===== src/rtl/dp_pkg.sv =====
package dp_pkg;
  typedef enum logic [2:0] {
    PH_IDLE,
    PH_ADDR,
    PH_INSTR,
    PH_WDATA,
    PH_RDATA
  } phase_e;
endpackage


===== src/rtl/dp_bus_sampler.sv =====
module dp_bus_sampler #(
  parameter int SYNC_STAGES = 2
) (
  input  logic clk,
  input  logic rst_n,
  input  logic scl_i,
  input  logic sda_i,
  output logic sda_s,
  output logic scl_rise,
  output logic scl_fall,
  output logic start_det,
  output logic stop_det
);
  logic [SYNC_STAGES-1:0] scl_ff, sda_ff;
  logic scl_p, sda_p, scl_s;

  // Synchronizer chains reset to the idle (high) bus level.
  always_ff @(posedge clk or negedge rst_n) begin
    if (!rst_n) begin
      scl_ff <= '1;
      sda_ff <= '1;
      scl_p  <= 1'b1;
      sda_p  <= 1'b1;
    end else begin
      scl_ff <= {scl_ff[SYNC_STAGES-2:0], scl_i};
      sda_ff <= {sda_ff[SYNC_STAGES-2:0], sda_i};
      scl_p  <= scl_ff[SYNC_STAGES-1];
      sda_p  <= sda_ff[SYNC_STAGES-1];
    end
  end

  assign scl_s     = scl_ff[SYNC_STAGES-1];
  assign sda_s     = sda_ff[SYNC_STAGES-1];
  assign scl_rise  = scl_s & ~scl_p;
  assign scl_fall  = ~scl_s & scl_p;
  assign start_det = scl_s & scl_p & sda_p & ~sda_s;
  assign stop_det  = scl_s & scl_p & ~sda_p & sda_s;
endmodule


===== src/rtl/dp_wiper_reg.sv =====
module dp_wiper_reg #(
  parameter int DATA_W = 8
) (
  input  logic              clk,
  input  logic              rst_n,
  input  logic              load_en,
  input  logic [DATA_W-1:0] load_code,
  input  logic              cmd_en,
  input  logic              cmd_mid,
  input  logic              cmd_off,
  output logic [DATA_W-1:0] code_q,
  output logic              off_q,
  output logic [DATA_W-1:0] tap_code
);
  localparam logic [DATA_W-1:0] MID_CODE = DATA_W'(1) << (DATA_W - 1);

  logic [DATA_W-1:0] code_n;
  logic              off_n;

  always_comb begin
    code_n = code_q;
    off_n  = off_q;
    if (cmd_en) begin
      off_n = cmd_off;
      if (cmd_mid) code_n = MID_CODE;
    end else if (load_en) begin
      code_n = load_code;
    end
  end

  always_ff @(posedge clk or negedge rst_n) begin
    if (!rst_n) begin
      code_q <= MID_CODE;
      off_q  <= 1'b0;
    end else if (cmd_en || load_en) begin
      code_q <= code_n;
      off_q  <= off_n;
    end
  end

  assign tap_code = off_q ? '0 : code_q;
endmodule


===== src/rtl/dp_link_fsm.sv =====
module dp_link_fsm
  import dp_pkg::*;
#(
  parameter int              DATA_W     = 8,
  parameter int              ADDR_W     = 7,
  parameter logic [ADDR_W-2:0] ADDR_FIXED = 6'b010110,
  parameter int              MID_BIT    = 6,
  parameter int              OFF_BIT    = 5
) (
  input  logic              clk,
  input  logic              rst_n,
  input  logic              scl_rise,
  input  logic              scl_fall,
  input  logic              start_det,
  input  logic              stop_det,
  input  logic              sda_s,
  input  logic              addr_sel,
  input  logic [DATA_W-1:0] rd_code,
  output logic              sda_low,
  output logic              load_en,
  output logic [DATA_W-1:0] load_code,
  output logic              cmd_en,
  output logic              cmd_mid,
  output logic              cmd_off
);
  localparam int CNT_W = $clog2(DATA_W + 1);
  localparam logic [CNT_W-1:0] ACK_SLOT = CNT_W'(DATA_W);
  localparam logic [CNT_W-1:0] LAST_BIT = CNT_W'(DATA_W - 1);

  phase_e            phase_q, phase_n;
  logic [CNT_W-1:0]  cnt_q, cnt_n;
  logic [DATA_W-1:0] sh_q, sh_n, nb;
  logic [DATA_W-2:0] tx_q, tx_n;
  logic              low_n, ackp_q, ackp_n, rw_q, rw_n;

  assign nb        = {sh_q[DATA_W-2:0], sda_s};
  assign load_code = nb;
  assign cmd_mid   = nb[MID_BIT];
  assign cmd_off   = nb[OFF_BIT];

  always_comb begin
    phase_n = phase_q;
    cnt_n   = cnt_q;
    sh_n    = sh_q;
    tx_n    = tx_q;
    low_n   = sda_low;
    ackp_n  = ackp_q;
    rw_n    = rw_q;
    load_en = 1'b0;
    cmd_en  = 1'b0;
    if (start_det) begin
      phase_n = PH_ADDR;
      cnt_n   = '0;
      low_n   = 1'b0;
      ackp_n  = 1'b0;
    end else if (stop_det) begin
      phase_n = PH_IDLE;
      cnt_n   = '0;
      low_n   = 1'b0;
      ackp_n  = 1'b0;
    end else if (phase_q != PH_IDLE) begin
      if (scl_rise) begin
        if (cnt_q != ACK_SLOT) begin
          sh_n  = nb;
          cnt_n = cnt_q + 1'b1;
          if (cnt_q == LAST_BIT) begin
            unique case (phase_q)
              PH_ADDR: begin
                if (nb[DATA_W-1 -: ADDR_W] == {ADDR_FIXED, addr_sel}) begin
                  ackp_n = 1'b1;
                  rw_n   = nb[0];
                end else begin
                  phase_n = PH_IDLE;
                end
              end
              PH_INSTR: begin
                ackp_n = 1'b1;
                cmd_en = 1'b1;
              end
              PH_WDATA: begin
                ackp_n  = 1'b1;
                load_en = 1'b1;
              end
              default: ;
            endcase
          end
        end else begin
          cnt_n = '0;
          unique case (phase_q)
            PH_ADDR:  phase_n = rw_q ? PH_RDATA : PH_INSTR;
            PH_INSTR: phase_n = PH_WDATA;
            PH_RDATA: if (sda_s) phase_n = PH_IDLE;
            default: ;
          endcase
        end
      end else if (scl_fall) begin
        if (cnt_q == ACK_SLOT) begin
          low_n = ackp_q;
        end else if (cnt_q == '0) begin
          ackp_n = 1'b0;
          if (phase_q == PH_RDATA) begin
            tx_n  = rd_code[DATA_W-2:0];
            low_n = ~rd_code[DATA_W-1];
          end else begin
            low_n = 1'b0;
          end
        end else if (phase_q == PH_RDATA) begin
          tx_n  = {tx_q[DATA_W-3:0], 1'b0};
          low_n = ~tx_q[DATA_W-2];
        end
      end
    end
  end

  always_ff @(posedge clk or negedge rst_n) begin
    if (!rst_n) begin
      phase_q <= PH_IDLE;
      cnt_q   <= '0;
      sh_q    <= '0;
      tx_q    <= '0;
      sda_low <= 1'b0;
      ackp_q  <= 1'b0;
      rw_q    <= 1'b0;
    end else begin
      phase_q <= phase_n;
      cnt_q   <= cnt_n;
      sh_q    <= sh_n;
      tx_q    <= tx_n;
      sda_low <= low_n;
      ackp_q  <= ackp_n;
      rw_q    <= rw_n;
    end
  end
endmodule


===== src/rtl/wiper_i2c_slave.sv =====
module wiper_i2c_slave #(
  parameter int                DATA_W      = 8,
  parameter int                ADDR_W      = 7,
  parameter logic [ADDR_W-2:0] ADDR_FIXED  = 6'b010110,
  parameter int                SYNC_STAGES = 2
) (
  input  logic              clk,
  input  logic              rst_n,
  input  logic              scl_i,
  input  logic              sda_i,
  input  logic              addr_sel_i,
  output logic              sda_drive_low_o,
  output logic [DATA_W-1:0] tap_code_o,
  output logic              term_a_open_o,
  output logic              wiper_to_b_o
);
  logic              sda_s, scl_rise, scl_fall, start_det, stop_det;
  logic              load_en, cmd_en, cmd_mid, cmd_off, off_q;
  logic [DATA_W-1:0] load_code, code_q;

  dp_bus_sampler #(.SYNC_STAGES(SYNC_STAGES)) u_smp (
    .clk(clk), .rst_n(rst_n), .scl_i(scl_i), .sda_i(sda_i),
    .sda_s(sda_s), .scl_rise(scl_rise), .scl_fall(scl_fall),
    .start_det(start_det), .stop_det(stop_det)
  );

  dp_link_fsm #(
    .DATA_W(DATA_W), .ADDR_W(ADDR_W), .ADDR_FIXED(ADDR_FIXED)
  ) u_fsm (
    .clk(clk), .rst_n(rst_n), .scl_rise(scl_rise), .scl_fall(scl_fall),
    .start_det(start_det), .stop_det(stop_det), .sda_s(sda_s),
    .addr_sel(addr_sel_i), .rd_code(code_q), .sda_low(sda_drive_low_o),
    .load_en(load_en), .load_code(load_code), .cmd_en(cmd_en),
    .cmd_mid(cmd_mid), .cmd_off(cmd_off)
  );

  dp_wiper_reg #(.DATA_W(DATA_W)) u_wiper (
    .clk(clk), .rst_n(rst_n), .load_en(load_en), .load_code(load_code),
    .cmd_en(cmd_en), .cmd_mid(cmd_mid), .cmd_off(cmd_off),
    .code_q(code_q), .off_q(off_q), .tap_code(tap_code_o)
  );

  assign term_a_open_o = off_q;
  assign wiper_to_b_o  = off_q;
endmodule


===== config.mk =====
export PLATFORM = sky130hd
export DESIGN_NAME = wiper_i2c_slave
export DESIGN_NICKNAME = d
export VERILOG_FILES = /design/src/rtl/dp_pkg.sv /design/src/rtl/dp_bus_sampler.sv /design/src/rtl/dp_wiper_reg.sv /design/src/rtl/dp_link_fsm.sv /design/src/rtl/wiper_i2c_slave.sv
export SDC_FILE = /design/constraint.sdc
export NUM_CORES = 1
export LEC_CHECK = 0
export ABC_AREA = 0
export ABC_CLOCK_PERIOD_IN_PS = 2600
export BUFFER_PORTS_ARGS = -buffer_cell sky130_fd_sc_hd__buf_2
export CAP_MARGIN = 30
export CORE_ASPECT_RATIO = 1.25
export CORE_UTILIZATION = 59
export DETAILED_ROUTE_END_ITERATION = 7
export GPL_ROUTABILITY_DRIVEN = 1
export GPL_TIMING_DRIVEN = 0
export PLACE_DENSITY_LB_ADDON = 0.3
export SYNTH_ARGS = -nofsm -noshare
export SYNTH_HDL_FRONTEND = slang
export SYNTH_SLANG_ARGS = --single-unit
export TNS_END_PERCENT = 5

===== constraint.sdc =====
create_clock -name clk -period 2.6 [get_ports clk]
set_input_delay 0.26 -clock clk [delete_from_list [all_inputs] [get_ports clk]]
set_output_delay 0.26 -clock clk [all_outputs]
set_load 0.02 [all_outputs]

==> results.cfg, run 1 <==
[finish]
final_cells = 240
area_growth_from_synthesis_to_final_layout_pct = 12.8
layout.cells.most_common = sky130_fd_sc_hd__dfrtp_1
post_route_cells_drive_above_1_share = 0.291
finalNetCount = 212
antennaDiodeCount = 0
layout.cells.most_common_list = sky130_fd_sc_hd__dfrtp_1, sky130_fd_sc_hd__buf_2, sky130_fd_sc_hd__inv_1, sky130_fd_sc_hd__a21oi_1
postLayoutCellArea_sq_um = 2240

[worst_setup_path]
timing_worst_setup_path_type = reg2reg
timing.critical_path.required_ns = 2.78
crit_path_end_kind = register
worst-endpoint-arrival_ns = 2.25
cp-start-kind = register
critical_path.max_fanout = 7

[job]
cap_viol_max_count = 0

[floorplanning]
chipWidth_um = 53.8
boundaryPins = 16
dieArea_sq_um = 3600
chipHeight_um = 66.8
initial_utilization = 0.620
std_cell_rows = 23
placeableCoreArea_sq_um = 3190

[cts]
worst_setup_hold_path_clk_slew_ns = 0.07
clock-sinks = 39
cts_tree = yes
htreeDepth = 2
clk_root_buffer_cell = sky130_fd_sc_hd__clkbuf_8
post_cts_resize_count = 0
cts_post_setup_buffers_inserted = 0
clkLatencyLatePin_ns = 0.29
ctsHoldBuffers = 0
clock_tree.buffer_depth = 2
cts_inserted_buffers = 5

[sta]
hold_ws_ns = 0.0587
tightestPinTransition_ns = 0.826
period_utilisation_layout = 0.799
final_hold_viol_count = 0
setup-tns-final_ns = 0
final_max_slew_viol_count = 0
slew-limit-headroom = 0.449
grt_setup_unrepaired = no
max_freq_mhz = 481
period_needed_ns = 2.08
setup_viol = 0
worst_clock_skew_ns = 0.00634

[synthesis]
ys.flop_type = sky130_fd_sc_hd__dfrtp_1
post_synth_and_or_nand_nor_area_fraction = 0.149
synthCells = 180
adder_cell_area_share_of_the_yosys_netlist = 0.0316
synthMuxAreaShare = 0.0972
async_flop_share = 1.00
synth-edff-count = 0
postSynthNetCount = 190
share_of_the_yosys_chip_area_belonging_to_registers = 0.497
postSynthAreaPerCell_sq_um = 11.0
combinational_family_with_the_most_area_after_synthesis = compound AO/OA/AOI/OAI gates
synthesized_area_fraction_occupied_by_xor_and_xnor_cells = 0.0170
count_of_yosys_warnings_during_synthesis = 0
syn_area_sq_um = 1980
ys_ff_latch = 39
synth_compound_area_frac = 0.157
yosysUniqueCellTypes = 49

[route]
average_detailed_routed_wire_length_per_instance_um = 16.1
num_vias = 1447
detail_route.first_pass.iterations = 6
drt-vias-per-instance = 6.03
initialDrtViolationCount = 48
drt_wl_total_um = 3860
drc_errors = 0
number_of_nets_with_antenna_violations_after_detailed_routing = 0

[global_route]
pin_count_of_the_biggest_net_entering_global_routing = 40
grt_pass1_wl_um = 6140
grt_overflow = 0
grt_use_total = 0.243
grt_pass1_vias = 1352
grt_antenna_before_repair = 0

[worst_hold_path]
min-delay-path-class = in2async

[place]
dp_cells = 232
gp_congestion = 0.929
placed_cell_area_sq_um = 2100
post-dp-hpwl_um = 2690
place.port_buffers = 15

[pwr]
total_leakage_power_nw = 1.05
ir_drop_mv = 0.710
power_density_nw_per_um2 = 904

[outcome]
status = finished, final reports clean
-- cells in the mapped netlist (3+ instances only) --
| master | n | area share |
|---|---|---|
| sky130_fd_sc_hd__nor3_1 | 4 | 0.010 |
| sky130_fd_sc_hd__nor2_2 | 3 | 0.0095 |
| sky130_fd_sc_hd__mux2_2 | 10 | 0.057 |
| sky130_fd_sc_hd__nand3_1 | 3 | 0.0076 |
| sky130_fd_sc_hd__dfrtp_1 | 32 | 0.40 |
| sky130_fd_sc_hd__dfstp_2 | 7 | 0.093 |
| sky130_fd_sc_hd__nand2_1 | 9 | 0.017 |
| sky130_fd_sc_hd__o21ai_0 | 5 | 0.013 |
| sky130_fd_sc_hd__buf_2 | 3 | 0.0076 |
| sky130_fd_sc_hd__nor2b_1 | 10 | 0.032 |
| sky130_fd_sc_hd__a21oi_1 | 12 | 0.030 |
| sky130_fd_sc_hd__nor2_1 | 10 | 0.019 |
| sky130_fd_sc_hd__a22o_1 | 7 | 0.031 |
| sky130_fd_sc_hd__inv_1 | 12 | 0.023 |
| sky130_fd_sc_hd__ha_1 | 5 | 0.032 |
| sky130_fd_sc_hd__mux2i_1 | 8 | 0.040 |
-- logic make-up (layout without fill, tap and decap cells) --
| kind of cell | after synthesis | after routing |
|---|---|---|
| AND/OR/NAND/NOR | 53 | 53 |
| AO/OA/AOI/OAI | 42 | 42 |
| flip-flops | 39 | 39 |
| buffers and inverters | 20 | 43 |
| multiplexers | 18 | 18 |
| adder cells (fa/ha/maj) | 5 | 5 |
| XOR/XNOR | 3 | 3 |
-- state kept, by name, summed over array words and instances, names as in the netlist --
name	cells
u_smp.scl_ff	2
u_fsm.sh_q	7
u_smp.sda_p	1
u_fsm.cnt_q	4
u_fsm.phase_q	3
u_wiper.off_q	1
u_smp.scl_p	1
u_fsm.sda_low	1
u_smp.sda_ff	2
u_fsm.ackp_q	1
u_fsm.tx_q	7
u_fsm.rw_q	1
u_wiper.code_q	8
-- cell type report --
cell class | count | area, sq um
flip-flops and latches | 39 | 985
fillers | 246 | 958
multi-input cells | 121 | 896
repair buffers | 15 | 75.1
clock buffers | 6 | 72.6
clock inverters | 2 | 60.1
plain buffers | 8 | 56.3
well taps | 37 | 46.3
inverters | 12 | 45.0
-- stage by stage --
step           setup WS, ns  power [mW]  utilization
2_1_floorplan         0.811        1.28            -
3_5_place_dp          0.568        1.43        0.658
5_1_grt               0.397        2.13        0.700
6_report              0.522        2.02        0.700
4_1_cts               0.526        2.03        0.700
3_3_place_gp          0.632        1.39        0.658
-- final timing paths --
path | startpoint | end | slack [ns] | depth (start not counted)
max in group asynchronous | rst_n | u_fsm.phase_q[2]$_DFFE_PN0P_ | 2.01 | 1
setup reg to reg | u_fsm.cnt_q[0]$_DFFE_PN0P_ | u_fsm.sh_q[6]$_DFFE_PN0P_ | 0.52 | 7
min in group clk | sda_i | u_smp.sda_ff[0]$_DFF_PN1_ | 0.06 | 1
setup / recovery | u_fsm.cnt_q[0]$_DFFE_PN0P_ | u_fsm.sh_q[6]$_DFFE_PN0P_ | 0.52 | 7
hold reg to reg | u_smp.scl_ff[0]$_DFF_PN1_ | u_smp.scl_ff[1]$_DFF_PN1_ | 0.36 | 0
hold / removal | rst_n | u_fsm.cnt_q[0]$_DFFE_PN0P_ | 0.06 | 1
-- worst max-delay path, cell delays in order (launching register included) --
cell and delay (ns):
sky130_fd_sc_hd__dfrtp_1 0.42, sky130_fd_sc_hd__inv_1 0.06, sky130_fd_sc_hd__ha_1 0.24, sky130_fd_sc_hd__nor2b_1 0.16
sky130_fd_sc_hd__nand2_1 0.15, sky130_fd_sc_hd__nand2_1 0.18, sky130_fd_sc_hd__nor2_2 0.36, sky130_fd_sc_hd__mux2_2 0.39
-- metal layers --
metal / global-route usage / up-vias / wire length, um / part of all wire
li1: - / 682 / - / -
met1: 0.303 / 708 / 1670 / 0.43
met2: 0.384 / 49 / 1980 / 0.51
met3: 0.0639 / 8 / 160 / 0.041
met4: 0.109 / 0 / 55 / 0.014
met5: 0 / - / 0 / 0
-- power breakdown --
part	switching [mW]	total [mW]	leakage (nW)	internal, mW
combinational	0.357	0.625	0.482	0.267
sequential	0.0958	0.810	0.500	0.714
clock	0.204	0.587	0.0654	0.383
total	0.657	2.02	1.05	1.36
Note: power is estimated with default switching activity, not from simulation.
==> inputs of run 2 (changes only) <==
--- a/config.mk
+++ b/config.mk
@@ -6,11 +6,11 @@
 export NUM_CORES = 1
 export LEC_CHECK = 0
 export ABC_AREA = 0
-export ABC_CLOCK_PERIOD_IN_PS = 2600
+export ABC_CLOCK_PERIOD_IN_PS = 1800
 export BUFFER_PORTS_ARGS = -buffer_cell sky130_fd_sc_hd__buf_2
 export CAP_MARGIN = 30
 export CORE_ASPECT_RATIO = 1.25
-export CORE_UTILIZATION = 59
+export CORE_UTILIZATION = 53
 export DETAILED_ROUTE_END_ITERATION = 7
 export GPL_ROUTABILITY_DRIVEN = 1
 export GPL_TIMING_DRIVEN = 0
==> constraint.sdc (replaced) <==
create_clock -name clk -period 1.8 [get_ports clk]
set_input_delay 0.18 -clock clk [delete_from_list [all_inputs] [get_ports clk]]
set_output_delay 0.18 -clock clk [all_outputs]
set_load 0.02 [all_outputs]
==> run 2 against run 1 <==
Compared with the run above: the run now ends with hold timing, setup timing left; sequential power up 44%; sequential share of layout area fell by 1.7 points; utilization fell by 4.4 points; clock skew rose by 0.0014 ns; largest power group unchanged.
==> results.cfg, run 2 (same netlist as run 1, synthesis figures left out) <==
[worst_setup_path]
rr_endpoint = u_wiper.code_q[4]$_DFFE_PN0P_
ff2ff_setup_slack_ns = -0.04
cp.depth = 7
timing.critical_path.max_delay_family = compound AO/OA/AOI/OAI gates
crit_buf_inv = 2
destination_of_the_critical_timing_path = u_wiper.code_q[4]$_DFFE_PN0P_
timing.critical_path.from = u_fsm.phase_q[2]$_DFFE_PN0P_
worstReg2RegStart = u_fsm.phase_q[2]$_DFFE_PN0P_
crit_path_cell_trace = buf_2 -> o31ai_4 -> nor2_2 -> and3_4 -> and2_1 -> buf_6 -> a22o_1
timing.critical_path.required_ns = 1.98
crit_path_top_delay_cell = sky130_fd_sc_hd__dfrtp_1
critical_path.max_fanout = 10
worst-endpoint-arrival_ns = 2.02
timing_worst_setup_path_type = reg2reg
ff2ff_path_depth = 7
timing.critical_path.slowest_cell_delay_ns = 0.38
cp-start-kind = register
crit_path_end_kind = register

[sta]
slew-limit-headroom = 0.434
max_freq_mhz = 544
grt_setup_unrepaired = yes
hold_ws_ns = -0.0111
tightestPinTransition_ns = 0.848
final_hold_viol_count = 23
period_needed_ns = 1.84
setup_viol = 14
final_max_slew_viol_count = 0
period_utilisation_layout = 1.02
worst_clock_skew_ns = 0.00776
final.setup.worst_slack_ns = -0.0380

[pwr]
intPower_mw = 1.75
net-switching-power_mw = 1.05
combPwrFrac = 0.376
total_leakage_power_nw = 1.06
power_density_nw_per_um2 = 1210
power.switching_fraction = 0.376
pwr-share-clk = 0.207
ir_drop_mv = 0.622
seqPwrFrac = 0.417

[cts]
clk_root_buffer_cell = sky130_fd_sc_hd__clkbuf_8
clock_tree.buffer_depth = 2
cts_inserted_buffers = 5
cts_tree = yes
clkLatencyLatePin_ns = 0.29
htreeDepth = 2
worst_setup_hold_path_clk_slew_ns = 0.08
clock-sinks = 39

[outcome]
status = complete, but fails checks
violations = hold timing, setup timing

[global_route]
grt_pass1_vias = 1490
grt_antenna_before_repair = 0
pin_count_of_the_biggest_net_entering_global_routing = 40
grt_overflow = 0
grt_use_total = 0.227
grt_pass1_wl_um = 6890

[route]
number_of_nets_with_antenna_violations_after_detailed_routing = 0
detail_route.first_pass.iterations = 4
average_detailed_routed_wire_length_per_instance_um = 16.4
drc_errors = 0
drt-vias-per-instance = 5.90
num_vias = 1462
drt_wl_total_um = 4070
initialDrtViolationCount = 83

[finish]
biggestRegsByFlops = u_wiper.code_q: 8 flops, u_fsm.sh_q: 7 flops, u_fsm.tx_q: 7 flops
area_growth_from_synthesis_to_final_layout_pct = 17.2
finalNetCount = 218
final_util = 0.656
final_cells = 248
filler_cell_count = 277
registers.top_by_ff_count = u_wiper.code_q
post_route_cells_drive_above_1_share = 0.359
largest_register_ffs = 8
layout.cells.most_common_list = sky130_fd_sc_hd__dfrtp_1, sky130_fd_sc_hd__buf_2, sky130_fd_sc_hd__inv_1
layout.cells.most_common = sky130_fd_sc_hd__dfrtp_1
antennaDiodeCount = 0

[floorplanning]
boundaryPins = 16
chipWidth_um = 56.7
dieArea_sq_um = 3990
std_cell_rows = 24
chipHeight_um = 70.4
placeableCoreArea_sq_um = 3540
initial_utilization = 0.559

[worst_hold_path]
min-delay-path-class = in2async

[job]
cap_viol_max_count = 0

[place]
dp_cells = 234
post-dp-hpwl_um = 2780
place.port_buffers = 15
gp_congestion = 0.888
place_worst_setup_slack_ns = -0.239
## run 2: how the worst min path moves through the flow
stage               startpoint  cells after the start                          to  slack, ns
floorplan                rst_n                      0    u_fsm.ackp_q$_DFFE_PN0P_      -0.12
finish                   rst_n                      1  u_fsm.cnt_q[0]$_DFFE_PN0P_      -0.01
global route             rst_n                      1  u_fsm.cnt_q[0]$_DFFE_PN0P_       0.05
detailed placement       scl_i                      1   u_smp.scl_ff[0]$_DFF_PN1_       0.29
CTS                      rst_n                      1  u_fsm.cnt_q[0]$_DFFE_PN0P_       0.01
global placement         scl_i                      1   u_smp.scl_ff[0]$_DFF_PN1_       0.29
## run 2: metal layers
metal  vias up  GRT usage  part of all wire
met4         0      0.147             0.038
met3        16     0.0481             0.029
met5         -          0                 0
met1       710      0.282              0.43
li1        700          -                 -
met2        36      0.356              0.50
## run 2: layout make-up
type / instances / area [sq um] / share of cell area
clock buffer: 5 / 68.8 / 0.0296
multi-input combinational: 121 / 968 / 0.417
timing repair buffer: 22 / 133 / 0.0571
clock inverter: 3 / 20.0 / 0.00862
sequential: 39 / 985 / 0.424
buffer: 7 / 55.1 / 0.0237
tap: 39 / 48.8 / 0.0210
inverter: 12 / 45.0 / 0.0194
## run 2: power groups by stage
| stage | combinational (mW) | clock, mW | sequential [mW] |
|---|---|---|---|
| global route | 1.15 | 0.627 | 1.19 |
| detailed placement | 0.885 | 0 | 1.18 |
| finish | 1.06 | 0.582 | 1.17 |
| global placement | 0.841 | 0 | 1.17 |
| floorplan | 0.691 | 0 | 1.16 |
| CTS | 0.987 | 0.597 | 1.16 |
## run 2: per-stage QoR
step                      area (sq um)  power, mW  TNS, ns  hold WS (ns)
after floorplan                   1980       1.85        0        -0.116
after global placement            2110       2.01    -2.27         0.285
after detailed placement          2110       2.07    -3.10         0.286
after CTS                         2280       2.74  -0.0205        0.0122
after global routing              2320       2.96    -1.25        0.0477
final                             2320       2.81   -0.300       -0.0111
## run 2: worst reg2reg max path, stage by stage, from the launching register on
cell and delay [ns]:
sky130_fd_sc_hd__dfrtp_1 0.38, sky130_fd_sc_hd__buf_2 0.19, sky130_fd_sc_hd__o31ai_4 0.38, sky130_fd_sc_hd__nor2_2 0.09, sky130_fd_sc_hd__and3_4 0.21, sky130_fd_sc_hd__and2_1 0.17
sky130_fd_sc_hd__buf_6 0.13, sky130_fd_sc_hd__a22o_1 0.19
## run 2: timing repair
item,4_1_cts,5_1_grt
setup buffers,3,2
pin swaps,2,1
setup endpoints to repair,23,21
hold buffers,2,0
cloned,0,0
resized for setup,12,6
hold endpoints to repair,2,0
==> inputs of run 3 (changes only) <==
--- a/config.mk
+++ b/config.mk
@@ -10,7 +10,7 @@
 export BUFFER_PORTS_ARGS = -buffer_cell sky130_fd_sc_hd__buf_2
 export CAP_MARGIN = 30
 export CORE_ASPECT_RATIO = 1.25
-export CORE_UTILIZATION = 53
+export CORE_UTILIZATION = 30
 export DETAILED_ROUTE_END_ITERATION = 7
 export GPL_ROUTABILITY_DRIVEN = 1
 export GPL_TIMING_DRIVEN = 0
==> run 3 against run 2 <==
Compared with the run above: the run now ends clean; non-clock buffer count is 2 higher; sequential power hardly changed; total power is 0.53% lower.
==> results.cfg, run 3 (same netlist as run 1, synthesis figures left out) <==
[outcome]
status = finished, final reports clean

[sta]
setup-tns-final_ns = 0
period_needed_ns = 1.75
slew-limit-headroom = 0.416
grt_setup_unrepaired = yes
final_hold_viol_count = 0
hold_ws_ns = 0.0107
final.setup.worst_slack_ns = 0.0457
setup_viol = 0
final_max_slew_viol_count = 0
worst_clock_skew_ns = 0.00346
period_utilisation_layout = 0.975
max_freq_mhz = 570
tightestPinTransition_ns = 0.875

[place]
place_worst_setup_slack_ns = -0.256
dp_cells = 280
gp_congestion = 0.743
place.port_buffers = 15
post-dp-hpwl_um = 2700

[pwr]
p_total_mw = 2.79
power_density_nw_per_um2 = 1150
ir_drop_mv = 0.350
total_leakage_power_nw = 1.09

[route]
detail_route.first_pass.iterations = 4
drt_wl_total_um = 3980
initialDrtViolationCount = 51
drc_errors = 0
average_detailed_routed_wire_length_per_instance_um = 13.4
drt-vias-per-instance = 4.73
num_vias = 1401
number_of_nets_with_antenna_violations_after_detailed_routing = 0

[floorplanning]
chipWidth_um = 74.7
placeableCoreArea_sq_um = 6290
chipHeight_um = 92.9
std_cell_rows = 32
initial_utilization = 0.315
boundaryPins = 16
dieArea_sq_um = 6940

[global_route]
pin_count_of_the_biggest_net_entering_global_routing = 40
grt_pass1_wl_um = 6780
grt_use_total = 0.130
grt_pass1_vias = 1402
grt_overflow = 0
grt_antenna_before_repair = 0

[finish]
biggestRegsByFlops = u_wiper.code_q: 8 flops, u_fsm.sh_q: 7 flops, u_fsm.tx_q: 7 flops
layout.cells.most_common = sky130_fd_sc_hd__dfrtp_1
final_cells = 296
largest_register_ffs = 8
layout.cells.most_common_list = sky130_fd_sc_hd__dfrtp_1, sky130_fd_sc_hd__buf_2, sky130_fd_sc_hd__inv_1
filler_cell_count = 629
finalNetCount = 220
post_route_cells_drive_above_1_share = 0.365
antennaDiodeCount = 0
area_growth_from_synthesis_to_final_layout_pct = 22.2
registers.top_by_ff_count = u_wiper.code_q

[worst_setup_path]
timing_worst_setup_path_type = reg2reg
timing.critical_path.required_ns = 1.98
critical_path.max_fanout = 8
crit_path_end_kind = register
worst-endpoint-arrival_ns = 1.94
cp-start-kind = register

[cts]
clock_tree.buffer_depth = 2
cts_tree = yes
htreeDepth = 2
cts_inserted_buffers = 5
clock-sinks = 39
worst_setup_hold_path_clk_slew_ns = 0.08
clk_root_buffer_cell = sky130_fd_sc_hd__clkbuf_8
clkLatencyLatePin_ns = 0.29

[job]
cap_viol_max_count = 0

[worst_hold_path]
min-delay-path-class = in2async
-- run 3: final timing paths --
kind | from | to | slack [ns] | cells after the start
max | u_smp.sda_ff[1]$_DFF_PN1_ | u_wiper.code_q[5]$_DFFE_PN0P_ | 0.05 | 6
min | rst_n | u_fsm.phase_q[0]$_DFFE_PN0P_ | 0.01 | 1
max reg2reg | u_smp.sda_ff[1]$_DFF_PN1_ | u_wiper.code_q[5]$_DFFE_PN0P_ | 0.05 | 6
min reg2reg | u_smp.sda_ff[0]$_DFF_PN1_ | u_smp.sda_ff[1]$_DFF_PN1_ | 0.36 | 0
max in group asynchronous | rst_n | u_wiper.code_q[2]$_DFFE_PN0P_ | 1.25 | 1
min in group clk | u_smp.sda_ff[0]$_DFF_PN1_ | u_smp.sda_ff[1]$_DFF_PN1_ | 0.36 | 0
-- run 3: metal layers --
layer	up-vias	global-route usage	routed length [um]
met5	-	0	0
met4	0	0.0519	72
met3	5	0.0261	89
met2	13	0.209	1950
met1	683	0.169	1870
li1	700	-	-
-- run 3: area by class of cell --
cell class | instances | area (sq um) | area share
Buffer | 7 | 58.8 | 0.0243
Clock buffer | 6 | 72.6 | 0.0300
Clock inverter | 2 | 12.5 | 0.00517
Inverter | 12 | 45.0 | 0.0186
Multi-Input combinational cell | 121 | 995 | 0.411
Sequential cell | 39 | 985 | 0.407
Tap cell | 85 | 106 | 0.0439
Timing Repair Buffer | 24 | 148 | 0.0610
-- run 3: stage by stage --
| step | instance area, sq um | utilization |
|---|---|---|
| after floorplan | 1980 | - |
| after detailed placement | 2160 | 0.344 |
| after global routing | 2420 | 0.385 |
| final | 2420 | 0.385 |
| after CTS | 2330 | 0.371 |
| after global placement | 2160 | 0.344 |
-- run 3: power breakdown --
| group | switching (mW) | internal, mW | leakage [nW] |
|---|---|---|---|
| clock network | 0.304 | 0.271 | 0.0412 |
| registers | 0.128 | 1.03 | 0.500 |
| logic | 0.590 | 0.469 | 0.546 |
| total | 1.02 | 1.77 | 1.09 |
-- run 3: repair_timing --
action | 4_1_cts | 5_1_grt
hold endpoints to repair | 2 | 0
pin swaps | 2 | 3
buffers inserted | 4 | 3
resized for setup | 8 | 15
hold buffers | 2 | 0
setup endpoints to repair | 25 | 24
-- run 3: critical path: stages, from the launching register on --
cell and delay (ns):
sky130_fd_sc_hd__dfstp_2 0.65, sky130_fd_sc_hd__xor2_4 0.24, sky130_fd_sc_hd__nand2_4 0.12, sky130_fd_sc_hd__and3_4 0.19, sky130_fd_sc_hd__and2_4 0.15, sky130_fd_sc_hd__buf_6 0.12, sky130_fd_sc_hd__a22o_1 0.17
